--- config.mk ---
export PLATFORM = sky130hd
export DESIGN_NAME = issueScoreboard
export DESIGN_NICKNAME = d
export VERILOG_FILES = /design/src/rtl/sbPkg.sv /design/src/rtl/sbCounters.sv /design/src/rtl/sbIssueCtrl.sv /design/src/rtl/issueScoreboard.sv
export SDC_FILE = /design/constraint.sdc
export NUM_CORES = 1
export LEC_CHECK = 0
export BUFFER_PORTS_ARGS = -buffer_cell sky130_fd_sc_hd__clkbuf_2
export CAP_MARGIN = 20
export CORE_ASPECT_RATIO = 0.8
export CORE_MARGIN = 2
export CORE_UTILIZATION = 39
export CTS_CLUSTER_SIZE = 30
export DETAILED_ROUTE_END_ITERATION = 10
export PLACE_DENSITY_LB_ADDON = 0.1
export SYNTH_ARGS = -nofsm -noshare
export SYNTH_HDL_FRONTEND = slang
export SYNTH_SLANG_ARGS = --single-unit
--- constraint.sdc ---
create_clock -name clk -period 9.9 [get_ports clk]
set_clock_uncertainty 0.1 [all_clocks]
set_input_delay 0.99 -clock clk [delete_from_list [all_inputs] [get_ports clk]]
set_output_delay 0.99 -clock clk [all_outputs]
set_load 0.02 [all_outputs]
--- src/rtl/sbPkg.sv ---
package sbPkg;
  parameter int SB_REGS = 8;
  localparam int SB_RW = $clog2(SB_REGS);

  // Per-register strobes from the issue control to the counter datapath
  typedef struct packed {
    logic [SB_REGS-1:0] rdFirst;   // registers read by the first grant
    logic [SB_REGS-1:0] rdSecond;  // registers read by the second grant
    logic [SB_REGS-1:0] wrMark;    // destinations of both grants
  } issueStrobe_t;

  function automatic logic [SB_REGS-1:0] regBit(input logic [SB_RW-1:0] r);
    return SB_REGS'(1) << r;
  endfunction
endpackage

--- src/rtl/sbCounters.sv ---
module sbCounters
  import sbPkg::*;
#(
  parameter int CNT_W = 3
) (
  input  logic                              clk,
  input  logic                              rstN,
  input  issueStrobe_t                      strobe,
  input  logic                              doneValid,
  input  logic [SB_RW-1:0]                  doneSrcA,
  input  logic [SB_RW-1:0]                  doneSrcB,
  input  logic [SB_RW-1:0]                  doneDst,
  output logic [SB_REGS-1:0][CNT_W-1:0]     rdCnt,
  output logic [SB_REGS-1:0][CNT_W-1:0]     wrCnt
);

  for (genvar r = 0; r < SB_REGS; r++) begin : g_reg
    logic [1:0] rdUp;
    logic       rdDown;
    logic       wrUp;
    logic       wrDown;

    always_comb begin
      rdUp   = {1'b0, strobe.rdFirst[r]} + {1'b0, strobe.rdSecond[r]};
      rdDown = doneValid && (doneSrcA == SB_RW'(r) || doneSrcB == SB_RW'(r));
      wrUp   = strobe.wrMark[r];
      wrDown = doneValid && (doneDst == SB_RW'(r));
    end

    always_ff @(posedge clk or negedge rstN) begin
      if (!rstN) begin
        rdCnt[r] <= '0;
        wrCnt[r] <= '0;
      end else begin
        rdCnt[r] <= rdCnt[r] + CNT_W'(rdUp) - CNT_W'(rdDown);
        wrCnt[r] <= wrCnt[r] + CNT_W'(wrUp) - CNT_W'(wrDown);
      end
    end


    wr_single_chk: assert property (@(posedge clk) disable iff (!rstN)
      wrCnt[r] <= CNT_W'(1));


    rd_no_wrap_chk: assert property (@(posedge clk) disable iff (!rstN)
      (rdCnt[r] == '1) |=> (rdCnt[r] != '0));
  end

endmodule

--- src/rtl/sbIssueCtrl.sv ---
module sbIssueCtrl
  import sbPkg::*;
#(
  parameter int WIN   = 4,
  parameter int CNT_W = 3
) (
  input  logic                              clk,
  input  logic                              rstN,
  input  logic [WIN-1:0]                    valid,
  input  logic [WIN-1:0][SB_RW-1:0]         srcA,
  input  logic [WIN-1:0][SB_RW-1:0]         srcB,
  input  logic [WIN-1:0][SB_RW-1:0]         dst,
  input  logic [SB_REGS-1:0][CNT_W-1:0]     rdCnt,
  input  logic [SB_REGS-1:0][CNT_W-1:0]     wrCnt,
  output logic [WIN-1:0]                    grant,
  output logic [SB_REGS-1:0]                skipMap,
  output issueStrobe_t                      strobe
);

  localparam int SAT = (1 << CNT_W) - 2;

  logic [WIN-1:0] ctrHaz;

  // Hazards against in-flight instructions, one per slot
  for (genvar i = 0; i < WIN; i++) begin : g_slot
    always_comb begin
      ctrHaz[i] = (wrCnt[srcA[i]] != '0) || (wrCnt[srcB[i]] != '0)
               || (rdCnt[dst[i]] != '0)  || (wrCnt[dst[i]] != '0)
               || (rdCnt[srcA[i]] >= CNT_W'(SAT))
               || (rdCnt[srcB[i]] >= CNT_W'(SAT));
    end


    raw_clear_chk: assert property (@(posedge clk) disable iff (!rstN)
      grant[i] |-> (wrCnt[srcA[i]] == '0 && wrCnt[srcB[i]] == '0));


    sat_clear_chk: assert property (@(posedge clk) disable iff (!rstN)
      grant[i] |-> (rdCnt[srcA[i]] < CNT_W'(SAT) && rdCnt[srcB[i]] < CNT_W'(SAT)));


    skip_mark_chk: assert property (@(posedge clk) disable iff (!rstN)
      (valid[i] && !grant[i]) |-> skipMap[dst[i]]);
  end

  logic [SB_REGS-1:0] skipD;
  logic [SB_REGS-1:0] skipS;
  logic [1:0]         nIss;
  logic               haveFirst;
  logic               ok;
  logic [SB_RW-1:0]   fA;
  logic [SB_RW-1:0]   fB;
  logic [SB_RW-1:0]   fD;

  // Oldest-first selection pass
  always_comb begin
    skipD     = '0;
    skipS     = '0;
    nIss      = '0;
    haveFirst = 1'b0;
    ok        = 1'b0;
    fA        = '0;
    fB        = '0;
    fD        = '0;
    grant     = '0;
    strobe    = '0;
    for (int i = 0; i < WIN; i++) begin
      if (valid[i]) begin
        ok = !ctrHaz[i] && (nIss < 2'd2)
          && !skipD[srcA[i]] && !skipD[srcB[i]] && !skipD[dst[i]]
          && !skipS[dst[i]];
        if (haveFirst && (srcA[i] == fD || srcB[i] == fD || dst[i] == fD
                          || dst[i] == fA || dst[i] == fB))
          ok = 1'b0;
        if (ok) begin
          grant[i] = 1'b1;
          strobe.wrMark = strobe.wrMark | regBit(dst[i]);
          if (!haveFirst) begin
            strobe.rdFirst = regBit(srcA[i]) | regBit(srcB[i]);
            fA = srcA[i];
            fB = srcB[i];
            fD = dst[i];
            haveFirst = 1'b1;
          end else begin
            strobe.rdSecond = regBit(srcA[i]) | regBit(srcB[i]);
          end
          nIss = nIss + 2'd1;
        end else begin
          skipD = skipD | regBit(dst[i]);
          skipS = skipS | regBit(srcA[i]) | regBit(srcB[i]);
        end
      end
    end
    skipMap = skipD;
  end


  issue_width_chk: assert property (@(posedge clk) disable iff (!rstN)
    $countones(grant) <= 2);


  grant_valid_chk: assert property (@(posedge clk) disable iff (!rstN)
    (grant & ~valid) == '0);

endmodule

--- src/rtl/issueScoreboard.sv ---
module issueScoreboard
  import sbPkg::*;
#(
  parameter int WIN   = 4,
  parameter int CNT_W = 3
) (
  input  logic                        clk,
  input  logic                        rstN,
  input  logic [WIN-1:0]              winValid,
  input  logic [WIN-1:0][SB_RW-1:0]   winSrcA,
  input  logic [WIN-1:0][SB_RW-1:0]   winSrcB,
  input  logic [WIN-1:0][SB_RW-1:0]   winDst,
  input  logic                        doneValid,
  input  logic [SB_RW-1:0]            doneSrcA,
  input  logic [SB_RW-1:0]            doneSrcB,
  input  logic [SB_RW-1:0]            doneDst,
  output logic [WIN-1:0]              issueMask,
  output logic [SB_REGS-1:0]          skipMap
);

  issueStrobe_t                  strobe;
  logic [SB_REGS-1:0][CNT_W-1:0] rdCnt;
  logic [SB_REGS-1:0][CNT_W-1:0] wrCnt;

  sbIssueCtrl #(.WIN(WIN), .CNT_W(CNT_W)) u_ctrl (
    .clk     (clk),
    .rstN    (rstN),
    .valid   (winValid),
    .srcA    (winSrcA),
    .srcB    (winSrcB),
    .dst     (winDst),
    .rdCnt   (rdCnt),
    .wrCnt   (wrCnt),
    .grant   (issueMask),
    .skipMap (skipMap),
    .strobe  (strobe)
  );

  sbCounters #(.CNT_W(CNT_W)) u_cnt (
    .clk       (clk),
    .rstN      (rstN),
    .strobe    (strobe),
    .doneValid (doneValid),
    .doneSrcA  (doneSrcA),
    .doneSrcB  (doneSrcB),
    .doneDst   (doneDst),
    .rdCnt     (rdCnt),
    .wrCnt     (wrCnt)
  );

endmodule

### Word level (Yosys, flattened, before mapping)

Memories as Yosys holds them, arrays and structs flattened.
Cells that the tools add are included.

* register bits after elaboration: 48
* bits in read-only memories: 24
* input port bits: 52
* output and inout port bits: 12
* word-level logic and storage cells: 413
* memories: 3

Memory list
* (no name shown): words 8, bits a word 1, read ports 1, clocked after Yosys merged registers in 0, wr ports 0, line sbIssueCtrl.sv:70 `&& !skipD[srcA[i]] && !skipD[srcB[i]] && !skipD[dst[i]]`
* (no name shown): words 8, bits a word 1, read ports 1, clocked after Yosys merged registers in 0, wr ports 0, line sbIssueCtrl.sv:70
* (no name shown): words 8, bits a word 1, read ports 1, clocked after Yosys merged registers in 0, wr ports 0, line sbIssueCtrl.sv:70

* add/subtract/negate cells: 42
* magnitude comparators: 23
* equal/unequal tests: 36
* shift-type cells: 12
* muxes and demuxes: 151
* bitwise logic cells: 14
* reduce and logical (&&, ||, !) cells: 116

Operators with widths (count)
* binary-select mux 3 bit (select 3 bit): 24
* 2-to-1 mux 24 bit: 8
* 2-to-1 mux 8 bit: 20
* 2-to-1 mux 3 bit: 48
* bitwise OR 8 bit: 14
* << shifter 1 x 3 -> 8 bit, first input constant: 12
* < comparator 3 x 4 -> 1 bit, second input constant: 12
* nonzero test 3 bit: 16
* subtractor 3 x 1 -> 3 bit: 16
* == test 3 bit: 15
* logical OR 1 bit: 40
* logical AND 1 bit: 38
* binary-select mux 1 bit (select 3 bit): 12
* == test 3 bit, second input constant: 12
* 2-to-1 mux 1 bit: 34
* adder 3 x 1 -> 3 bit: 8
* adder 3 x 2 -> 3 bit: 8
* greater-or-equal comparator 3 bit, second input constant: 8
* logical NOT 1 bit: 19
* == test 3 x 2 -> 1 bit, second input constant: 6
* adder 1 x 1 -> 2 bit: 8
* 2-to-1 mux 2 bit: 5
* == test 3 x 1 -> 1 bit, second input constant: 3
* logical NOT 3 bit: 3
* other kinds (2): 5

### Logic depth before layout (Yosys ltp)

* depth in word-level cells: 51
* mapped depth: 37
* gate-level depth less buffers: 30

### Cells and area by module

From an unflattened synthesis, not the netlist that was laid out.

* cells, all modules: 1126
* area, all modules: 8569.5 um^2

By module, submodules not included
* sbIssueCtrl: times used 1, cells an instance 896, area each 5833.1 um^2, sequential area each 0.0 um^2
* sbCounters: times used 1, cells an instance 230, area each 2736.4 um^2, sequential area each 1201.2 um^2

### Worst setup path after synthesis

OpenSTA, ideal clock, no wires.

* path type: input -> register
* start: in winDst[2] in the netlist's numbering
* end: reg u_cnt.rdCnt[23] in the netlist's numbering
* library setup time: 0.123 ns
* arrival time: 8.286 ns
* required time: 9.677 ns
* setup slack: 1.391 ns
* stages on the path: 34
* buffers on the path: 7
* cells stage by stage: buf_2 -> or3b_2 -> nor2_1 -> nor4_1 -> o211ai_1 -> or3_1 -> buf_2 -> inv_2 -> buf_4 -> clkbuf_1 -> clkbuf_1 -> ha_1 -> a32oi_1 -> nand3_1 -> or4_1 -> nor4b_2 -> o311a_1 -> o2bb2ai_1 -> nor2b_2 -> and3_1 -> buf_2 -> mux2i_1 -> nor4_1 -> mux2_2 -> or4b_4 -> nor4b_4 -> buf_6 -> mux2_4 -> ha_1 -> inv_1 -> fa_1 -> fa_1 -> xnor2_1 -> xnor2_1

* elaborated cells on any way between the ends: 182
* those cells by class: 5 x add/sub; 3 x order compare; 15 x eq/ne; 1 x shift; 97 x mux; 6 x bitwise; 54 x reduce/logical; 1 x memory

RTL lines
* start: declaration: line issueScoreboard.sv:12 `input logic [WIN-1:0][SB_RW-1:0] winDst,`
* binary-select mux 3 bit (select 3 bit): line sbIssueCtrl.sv:28 `|| (rdCnt[dst[i]] != '0) || (wrCnt[dst[i]] != '0)`
* 2-to-1 mux 3 bit (implied by the code): line sbIssueCtrl.sv:28
* nonzero test 3 bit: line sbIssueCtrl.sv:28
* logical OR 1 bit (2 in series): line sbIssueCtrl.sv:28
* logical OR 1 bit: line sbIssueCtrl.sv:29 `|| (rdCnt[srcA[i]] >= CNT_W'(SAT))`
* logical OR 1 bit: line sbIssueCtrl.sv:30 `|| (rdCnt[srcB[i]] >= CNT_W'(SAT));`
* logical NOT 1 bit: line sbIssueCtrl.sv:69 `ok = !ctrHaz[i] && (nIss < 2'd2)`
* logical AND 1 bit (3 in series): line sbIssueCtrl.sv:70
* [3 not listed]
* net issueMask[0]: line issueScoreboard.sv:17 `output logic [WIN-1:0] issueMask,`
* [22 not listed]
* logical AND 1 bit: line sbIssueCtrl.sv:71 `&& !skipS[dst[i]];`
* 2-to-1 mux 1 bit: line sbIssueCtrl.sv:72 `if (haveFirst && (srcA[i] == fD || srcB[i] == fD || dst[i] == fD`
* 2-to-1 mux 1 bit: line sbIssueCtrl.sv:68 `if (valid[i]) begin`
* 2-to-1 mux 24 bit: line sbIssueCtrl.sv:75 `if (ok) begin`
* 2-to-1 mux 24 bit (*): line sbIssueCtrl.sv:68
* adder 1 x 1 -> 2 bit (*): line sbCounters.sv:24 `rdUp = {1'b0, strobe.rdFirst[r]} + {1'b0, strobe.rdSecond[r]};`
* adder 3 x 2 -> 3 bit (*): line sbCounters.sv:35 `rdCnt[r] <= rdCnt[r] + CNT_W'(rdUp) - CNT_W'(rdDown);`
* subtractor 3 x 1 -> 3 bit (*): line sbCounters.sv:35
* end signal: indexed assignment: line sbCounters.sv:35
* end: declaration: line sbCounters.sv:13 `output logic [SB_REGS-1:0][CNT_W-1:0] rdCnt,`

The timed path passes the listed nets; every way through them passes the cells marked *. The select of a mux whose other input is x is not followed.

### Worst setup path after layout

* start: in winDst[1] in the netlist's numbering
* end: reg u_cnt.rdCnt[8] in the netlist's numbering

* cells in the longest elaborated chain, start to end: 50
* elaborated cells on any way between the ends: 182
* those cells by class: 5 x add/sub; 3 x order compare; 15 x eq/ne; 1 x shift; 97 x mux; 6 x bitwise; 54 x reduce/logical; 1 x memory

RTL lines (line)
* binary-select mux 3 bit (select 3 bit): sbIssueCtrl.sv:28
* 2-to-1 mux 3 bit (implied by the code): sbIssueCtrl.sv:28
* nonzero test 3 bit: sbIssueCtrl.sv:28
* logical OR 1 bit (2 in series): sbIssueCtrl.sv:28
* logical OR 1 bit: sbIssueCtrl.sv:29
* logical OR 1 bit: sbIssueCtrl.sv:30
* logical NOT 1 bit: sbIssueCtrl.sv:69
* logical AND 1 bit (3 in series): sbIssueCtrl.sv:70
* [31 not listed]
* logical AND 1 bit: sbIssueCtrl.sv:71
* 2-to-1 mux 1 bit: sbIssueCtrl.sv:72
* 2-to-1 mux 1 bit: sbIssueCtrl.sv:68
* 2-to-1 mux 24 bit: sbIssueCtrl.sv:75
* 2-to-1 mux 24 bit (*): sbIssueCtrl.sv:68
* adder 1 x 1 -> 2 bit (*): sbCounters.sv:24
* adder 3 x 2 -> 3 bit (*): sbCounters.sv:35
* subtractor 3 x 1 -> 3 bit (*): sbCounters.sv:35

Mark *: on every way between the ends. The rest lies on a longest branch, timed or not. The select of a mux whose other input is x is not followed.

==> results by group <==
Route
  • Drt wl/cell: 27.4 µm
  • Routed wire length: 38.3 mm
  • Total via count in the routed design: 9463
  • Count of routing violations after the opening detailed-route iteration: roughly 1400
  • DRC errors left: 0
  • Number of iterations in the first detailed-routing pass: 7
  • Via count normalized by instance count: 6.77
  • Number of nets with antenna violations after routing: 0

STA
  • Count of endpoints failing hold in the final timing report: 0
  • Slew Limit Fails: 0
  • Actual transition at the worst max-transition pin: 1.14 ns
  • Finish-stage setup viols: 0
  • Post-route worst hold slack: 0.434 ns
  • Portion of the clock cycle consumed by the worst path in the final layout: between 90% and 100%
  • Worst rel slew slack: between 20% and 30%
  • Minimum period implied by the final worst setup slack: between 9 and 10 ns
  • Setup Total Neg Slack: 0 ns
  • Fmax: 110 MHz
  • RSZ-0062 raised after global routing: false

Worst setup path
  • Worst Path Arrival: 9.23 ns
  • Stages on worst setup path: 31
  • Worst Reg2Reg Path Length in Cells: 30
  • Critical Path End Type: flop
  • Crit path largest cell delay: 0.65 ns
  • CP bufs+invs: 4
  • Source of the worst register-to-register timing path: u_cnt.wrCnt[10]
  • Beginning of the critical path: winDst[1]
  • Critical Path Start Type: primary input
  • Cell family with most CP delay: simple AND/OR/NAND/NOR gates
  • Critical path data required time: between 10 and 15 ns
  • Worst setup path category: primary input to flop
  • Crit-path max FO: 16
  • Worst path slowest cell: nor3b_1

Floorplanning
  • Starting density of the core: 39.5%
  • Floorplan die area: 22800 µm²
  • Core box area: 21400 µm²
  • FP Rows: 48
  • Die extent in y: 136 µm
  • Die X: roughly 170 µm
  • Number of top-level pins: 64

Layout
  • Net count of the finished layout: 1222
  • Most common cell after layout, fill and taps aside: nand2_1
  • Top library cells by usage in the layout, fill and taps aside: nand2_1, inv_1, nor2_1
  • Antenna cells: 0
  • Layout cell share with drive strength beyond 1: around 14%
  • Synthesis-to-layout area growth: 6.91%

Power and ir drop
  • Gate power share: 51.0%
  • Leakage power figure: 3.50 nW
  • Maximum vdd ir drop: 0.000109 V
  • Clock network fraction of design power: 15.4%
  • Power share of the sequential group: 33.6%
  • Internal power contribution: around 0.00076 W
  • Switching share of power: 49.4%
  • Power per Cell Area: roughly 170 nW/µm²
  • Net load switching power: 0.000741 W

Global routing
  • Initial antenna violation count: 0
  • Wire length of the first global-routing pass: about 57 mm
  • GRT Resource Usage Total: 33.3%
  • Final global-route overflow total: 0
  • Vias in the first global route: 8775
  • Pin count of the biggest net entering global routing: between 40 and 50

Clock network
  • Hold_buf cts: 0
  • TritonCTS Buffers: 5
  • CTS H-Tree Depth: 2
  • # clock sinks: 48
  • Bufs on Longest Clock Path: 2
  • Number of resized instances in the post-cts repair step: 0
  • Clock tree from TritonCTS: done
  • Clock network latency to the later pin of the worst-skew pair: 0.31 ns
  • Root Buffer: clkbuf_16
  • Buffers inserted during post-CTS setup optimization: 0
  • Post-CTS clock slew at the launch and capture registers of the worst setup and hold paths: 0.08 ns

Logic synthesis
  • Yosys warnings: 0
  • Count of flip-flops with a built-in enable after synthesis: 0
  • Post-Syn Instances: between 1000 and 1500
  • #FFs+latches synth: 48
  • Ys flop type: dfrtp_1
  • Share of flip-flops with an asynchronous set or reset after synthesis: 100%
  • Post-synthesis average cell area: between 7 and 8 µm²
  • Number of distinct library cells after synthesis: 95
  • Number of nets in the synthesized netlist: 1225
  • Cell Area, Synth: 8440 µm²
  • Portion of the post-synthesis area used by sequential elements: approximately 14%

Run status
  • Outcome: finished clean

Min path
  • Hold Path Depth: 1
  • Hold crit path type: flop to flop
  • Hold path startpoint: u_cnt.wrCnt[6]

Placed design
  • Count of port buffers added during placement: 63
  • Detailed placement HPWL: roughly 30 mm
  • Global placer's final weighted congestion: 1.01

Job
  • # Max-Cap Violations: 0
## state kept, by name, indices dropped and copies added (netlist names)
register / flops
u_cnt.rdCnt: 24
u_cnt.wrCnt: 24
## metrics by stage
| step | instances | instance area, µm² | setup slack (ns) | total power [W] | utilization (%) |
|---|---|---|---|---|---|
| floorplan | 1124 | 8440 | 1.39 | 0.000973 | - |
| global placement | 1389 | 8830 | 0.779 | 0.00124 | 41.3 |
| finish | 1397 | 9030 | 0.786 | 0.00150 | 42.2 |
| CTS | 1397 | 9030 | 0.934 | 0.00147 | 42.2 |
| global route | 1397 | 9030 | 0.344 | 0.00159 | 42.2 |
| detailed placement | 1389 | 8830 | 0.638 | 0.00124 | 41.3 |
## power groups by stage
stage / registers [W] / logic, W / clock network (W)
5_1_grt: 0.000515 / 0.000832 / 0.000245
3_3_place_gp: 0.000499 / 0.000740 / 0
6_report: 0.000505 / 0.000765 / 0.000231
2_1_floorplan: 0.000412 / 0.000561 / 0
4_1_cts: 0.000493 / 0.000748 / 0.000234
3_5_place_dp: 0.000496 / 0.000745 / 0
## cell usage after synthesis (all sizes together) (6+ instances only)
cell	number	area (µm²)
mux2i	17	170
nand2	100	378
dfrtp	48	1200
clkbuf	50	188
o21a	7	52.6
fa	24	480
a2111oi	9	111
a221oi	6	58.8
o22ai	19	119
xnor2	57	499
nand3	52	265
a211oi	10	75.1
mux4	12	270
a32oi	7	61.3
nor3	56	322
nor2	74	278
nor3b	7	52.6
or3	9	56.3
nand2b	17	106
o31ai	11	82.6
a21o	8	60.1
a22o	8	70.1
nor4	12	81.3
nand3b	15	113
and3	12	75.1
inv	81	304
o211ai	27	203
buf	44	245
ha	25	313
nand4	11	81.3
and2	13	81.3
a31oi	16	100
a222oi	6	60.1
nor2b	17	109
a22oi	11	82.6
o21ai	56	303
a311oi	6	52.6
xor2	10	87.6
a21oi	63	342
## area by class of cell
| class | instances | area (µm²) |
|---|---|---|
| Tap cell | 275 | 344 |
| Inverter | 84 | 315 |
| Multi-Input combinational cell | 898 | 6500 |
| Timing Repair Buffer | 84 | 473 |
| Sequential cell | 48 | 1200 |
| Clock inverter | 3 | 68.8 |
| Fill cell | 2302 | 12400 |
| Clock buffer | 5 | 125 |
## path summary, 6_finish.rpt
| check | end | slack (ns) |
|---|---|---|
| hold / removal | u_cnt.wrCnt[6] | 0.43 |
| setup / recovery | u_cnt.rdCnt[8] | 0.79 |
| min in group asynchronous | u_cnt.wrCnt[21] | 0.68 |
| hold reg to reg | u_cnt.wrCnt[6] | 0.43 |
| setup reg to reg | u_cnt.rdCnt[8] | 1.02 |
| max in group asynchronous | u_cnt.wrCnt[2] | 8.58 |
## kinds of logic after synthesis
group | count (synthesis) | share of synthesized area, %
compound gates | 337 | 29.1
xor+xnor | 67 | 6.95
fa+ha+maj | 49 | 9.40
buf+inv | 178 | 8.86
flops | 48 | 14.2
mux | 34 | 5.93
simple gates | 411 | 25.6
## metal layers
metal,wire (µm),GRT usage [%]
met2,15000,46.3
met3,5400,11.3
met5,0,0
met1,16900,49.2
met4,950,7.61
Note: power is estimated with default switching activity, not from simulation.
